$ cat src/rtl/a20_gate_snoop.sv
module a20_gate_snoop #(
  parameter int                DATA_W   = 8,
  parameter int                GATE_BIT = 1,
  parameter logic [DATA_W-1:0] SEQ_CMD  = 8'hD1,
  parameter logic [DATA_W-1:0] END_CMD  = 8'hFF
) (
  input  logic              clk,
  input  logic              rst_n,
  input  logic              arm_pulse,
  input  logic              wr_stb,
  input  logic              wr_cmd,
  input  logic [DATA_W-1:0] wr_data,
  output logic              gate_out,
  output logic              ibf_suppress
);

  typedef enum logic [1:0] {S_IDLE, S_WAIT_DATA, S_WAIT_END} seq_t;

  seq_t st, st_nx;
  logic armed;

  wire is_seq   = wr_cmd && (wr_data == SEQ_CMD);
  wire is_end   = wr_cmd && (wr_data == END_CMD);
  wire take_dat = !wr_cmd && (st == S_WAIT_DATA);
  wire snoop    = wr_stb && armed;

  assign ibf_suppress = snoop && (is_seq || take_dat || (is_end && st == S_WAIT_END));

  always_comb begin
    st_nx = st;
    if (snoop) begin
      if (is_seq)        st_nx = S_WAIT_DATA;
      else if (take_dat) st_nx = S_WAIT_END;
      else               st_nx = S_IDLE;
    end
  end

  always_ff @(posedge clk or negedge rst_n) begin
    if (!rst_n) begin
      armed    <= 1'b0;
      st       <= S_IDLE;
      gate_out <= 1'b0;
    end else begin
      if (arm_pulse) armed <= 1'b1;
      st <= st_nx;
      if (snoop && take_dat) gate_out <= wr_data[GATE_BIT];
    end
  end

endmodule

$ cat config.mk
export PLATFORM = sky130hd
export DESIGN_NAME = a20_gate_snoop
export DESIGN_NICKNAME = d
export VERILOG_FILES = /design/src/rtl/a20_gate_snoop.sv
export SDC_FILE = /design/constraint.sdc
export NUM_CORES = 1
export LEC_CHECK = 0
export ABC_AREA = 1
export BUFFER_PORTS_ARGS = -buffer_cell sky130_fd_sc_hd__buf_2
export CORE_AREA = 3 3 40 42
export DETAILED_ROUTE_END_ITERATION = 8
export DIE_AREA = 0 0 43 45
export GPL_TIMING_DRIVEN = 0
export PLACE_DENSITY = 0.51
export SETUP_SLACK_MARGIN = 0.3
export SLEW_MARGIN = 15
export SYNTH_ARGS = -nofsm -noshare
export SYNTH_HDL_FRONTEND = slang
export SYNTH_SLANG_ARGS = --single-unit
$ cat constraint.sdc
create_clock -name clk -period 1.08 [get_ports clk]
set_input_delay 0.216 -clock clk [delete_from_list [all_inputs] [get_ports clk]]
set_output_delay 0.216 -clock clk [all_outputs]
set_load 0.02 [all_outputs]
After elaboration in Yosys (flattened, before gate mapping):

Cells that the tools add are included.
W data, S select, Z words.

* flip-flop bits (word level): 4
* output and inout port bits: 2
* bits of input ports: 13

* mux-type cells: 2
* equality and inequality tests: 4
* reductions and logical operators: 10

Operators with widths (count)
* $eq A8 B8 Y1 const B: 2
* $logic_and A1 B1 Y1: 7
* $mux W2: 2
* $eq A2 B1 Y1 const B: 1
* $eq A2 B2 Y1 const B: 1
* $logic_or A1 B1 Y1: 2
* $logic_not A1 Y1: 1

Longest topological paths before layout:

* word-level depth: 5
* depth in mapped cells: 7

Worst setup path after synthesis:

Ideal clock, no wire load.

* path kind: reg2out
* from: register st[0]
* to: output ibf_suppress
* data arrival time: 0.805 ns
* cell stages (with the launch flop): 6
* slack: 0.059 ns
* cell sequence: dfrtp_1 nor2_1 nand3_1 nand3_1 nand2_1 inv_1

* longest elaborated chain between the ends: 5
* elaborated cells between the ends (all ways): 7
* classes of those cells: eq/ne (2); reduce/logical (5)

RTL lines
* start, declared: RTL line 19 `seq_t st, st_nx;`
* start signal, assigned: RTL line 45 `st <= st_nx;`
* $eq A2 B1 Y1: RTL line 24 `wire take_dat = !wr_cmd && (st == S_WAIT_DATA);`
* $logic_and A1 B1 Y1: RTL line 24
* $logic_or A1 B1 Y1: RTL line 27 `assign ibf_suppress = snoop && (is_seq || take_dat || (is_end && st == S_WAIT_END));`
* $logic_or A1 B1 Y1 *: RTL line 27
* $logic_and A1 B1 Y1 *: RTL line 27
* end, declared: RTL line 14 `output logic ibf_suppress`

Mark *: on every way between the ends. The rest lies on a longest branch, timed or not.

Worst setup path in the final report:

* from: register st[1]
* to: output ibf_suppress

Same word-level chain as after synthesis.

==> summary.md <==
## Logic synthesis
* **YS warnings** 0
* **fraction of registers with async set or reset after synthesis** 100%
* **number of flops mapped to enable cells by yosys** 0
* **most repeated cell in the gate-level netlist after synthesis** sky130_fd_sc_hd__nand2_1
* **synthesized flop and latch total** 4
* **dominant cell type by area after synthesis** sky130_fd_sc_hd__dfrtp_1
* **Synth top cells by count** 13 x sky130_fd_sc_hd__nand2_1, 5 x sky130_fd_sc_hd__nor2_1, 4 x sky130_fd_sc_hd__dfrtp_1, 4 x sky130_fd_sc_hd__inv_1, 4 x sky130_fd_sc_hd__nand3_1
* **biggest area contributors in the synthesized netlist** sky130_fd_sc_hd__dfrtp_1 44%, sky130_fd_sc_hd__nand2_1 22%, sky130_fd_sc_hd__nand3_1 8.9%
* **Syn Nets** 47
* **Seq/Total Area, Yosys** 44.4%
* **cell count after synthesis** 34
* **combined area of all synthesized cells** 225 µm²
* **Unique masters post-synth** 8
* **Post-synth top flop** sky130_fd_sc_hd__dfrtp_1
* **share of the synthesized area in the top cell type** 44.4%
* **Post-Syn Area per Cell** 6.62 µm²

## Drt
* **residual antenna-violating net count after detailed routing** 0
* **number of detailed-routing iterations run before antenna repair** 2
* **wire length after detailed routing** 514 µm
* **Vias per Instance** 3.61
* **DRC** 0
* **DR iter-0 viols** 3
* **average wire length per cell after detail routing** 7.67 µm
* **routed via count** 242

## Timing
* **count of endpoints failing hold in the final timing report** 0
* **upper clock frequency limit** 0.768 GHz
* **period utilization** 121%
* **max-slew violations** 0
* **worst setup slack after layout** -0.223 ns
* **post-route setup TNS** -0.223 ns
* **headroom to the max-slew limit** 91.9%
* **endpoints failing setup** 1
* **Final Critical Period** 1.30 ns
* **actual transition at the worst max-transition pin** 0.121 ns
* **RSZ-0062 raised after global routing** true
* **post-route clock skew** 0.00475 ns

## Floorplanning
* **die area** 1940 µm²
* **die height** 45 µm
* **Initial Util** 17.5%
* **number of cell rows** 13
* **Horiz. Die Dim** 43 µm
* **boundary pin count** 15
* **core area** 1280 µm²

## Global routing
* **overall fraction of global-route tracks in use** 6.27%
* **wire length of the first global-routing pass** 841 µm
* **pin count of the biggest net entering global routing** 5
* **GR Overflow Total** 0
* **initial antenna violation count** 0
* **via count of the first global-routing pass** 244

## Cells and area
* **area delta synth->final** 61.7%
* **Post-layout nets** 67
* **fillers** 150
* **area used by multi-input combinational logic** 115 µm²
* **share of post-route cells with drive strength above 1** 40.4%
* **diodes inserted** 0
* **sequential cell area** 100 µm²

## Setup path
* **required time of the worst setup path** 0.86 ns
* **Largest stage delay, worst path** 0.39 ns
* **list of cells traversed by the critical path** nor2_1 > nand2_1 > nand3_1 > nand2_1 > inv_2 > buf_6
* **Critical Path Slowest Stage Cell** sky130_fd_sc_hd__dfrtp_1
* **worst path arrival time** 1.09 ns
* **Crit Path Category** register to primary output
* **launching element type of the critical path** register
* **Top cell by count, worst path** sky130_fd_sc_hd__nand2_1
* **critical-path maximum fanout** 3
* **Critical Path End Type** primary output

## Clock network
* **TritonCTS Sinks** 4
* **clock-pin transition on the worst setup and hold timing paths** 0.04 ns
* **CTS root buffer** sky130_fd_sc_hd__clkbuf_4
* **clock tree from TritonCTS** yes
* **number of buffers inserted during clock tree synthesis** 3
* **maximum level of the CTS H-tree** 1
* **latest clock arrival within the worst-skew pair** 0.23 ns
* **CTS Buffer Depth** 2

## Power
* **LEAKAGE** 0.000200 µW
* **peak supply drop** 0.406 mV
* **power density of the placed cells** 1040 nW/µm²
* **total power consumption of the routed design** 379 µW

## Run
* **MaxCap Viol Count** 0

## Placed design
* **estimated wirelength of the detail-placed design** 451 µm
* **global placement routability congestion** 0.683
* **count of buffers from port buffering** 14
* **worst slack after detailed placement** -0.0763 ns

## Status
* **failing checks** setup timing
* **outcome** finished, violations left

## Hold path
* **type of the worst min-delay path** input pin to register

repair_timing:
action	in CTS	in global routing
setup endpoints to repair	4	4
buffers inserted	0	0
endpoints found under the hold margin	4	0
hold buffers	1	0
gates resized for setup	6	0
pin swaps	4	1
routing by layer:
layer / up-vias / global-route usage, % / wire, µm
met2: 8 / 8.68 / 234
li1: 142 / - / -
met5: - / 0 / 0
met4: 0 / 5.42 / 0
met1: 92 / 6.81 / 238
met3: 0 / 3.59 / 42
area by class of cell:
cell class	instances	area share (%)
clock buffer	3	6.19
inverter	4	4.12
multi-input combinational	26	31.6
sequential	4	27.5
tap	15	5.15
timing repair buffer	15	25.4
cell usage in the layout (no fill, tap or decap), types with 2 or more instances in the layout:
master,synthesis,layout
sky130_fd_sc_hd__buf_2,0,12
sky130_fd_sc_hd__nand2_1,13,12
sky130_fd_sc_hd__nor2_1,5,5
sky130_fd_sc_hd__nand3_1,4,4
sky130_fd_sc_hd__o21ai_1,2,2
sky130_fd_sc_hd__buf_6,0,2
sky130_fd_sc_hd__dfrtp_1,4,4
sky130_fd_sc_hd__clkbuf_4,0,3
sky130_fd_sc_hd__inv_1,4,3
sequential cells by signal, summed over array words and instances (netlist names):
signal and cells:
armed 1, st 2, gate_out 1
final timing paths:
path / cells past startpoint / startpoint / slack (ns) / end
max in group asynchronous: 2 / rst_n / 0.65 / st[0]
hold / removal: 2 / arm_pulse / 0.19 / armed
hold reg to reg: 1 / armed / 0.50 / armed
setup / recovery: 6 / st[1] / -0.22 / ibf_suppress
min in group asynchronous: 2 / rst_n / 0.31 / gate_out
setup reg to reg: 4 / st[1] / 0.19 / gate_out
metrics by stage:
| stage | area [µm²] | utilization [%] | hold slack, ns | cells |
|---|---|---|---|---|
| after detailed placement | 314 | 24.4 | 0.0263 | 63 |
| after floorplan | 225 | - | -0.0796 | 34 |
| final | 364 | 28.3 | 0.186 | 67 |
| after global placement | 314 | 24.4 | 0.0242 | 63 |
| after CTS | 364 | 28.3 | 0.174 | 67 |
| after global routing | 364 | 28.3 | 0.173 | 67 |
kinds of logic after synthesis:
logic type,after synthesis,share of synthesized area (%)
and+or+nand+nor,24,44.5
buffers and inverters,4,6.66
AOI/OAI and AO/OA,2,4.44
DFF,4,44.4
critical path, delay by kind of cell, from the launching register on:
family	cells	cell delay, ns
buffers and inverters	2	0.15
flip-flops	1	0.39
AND/OR/NAND/NOR	4	0.31
power by group:
group / switching (µW) / total [µW] / internal, µW
combinational: 21.9 / 47.1 / 25.2
sequential: 0.576 / 152 / 152
clock: 56.4 / 180 / 124
total: 78.8 / 379 / 301
(Power assumes the default switching activity.)
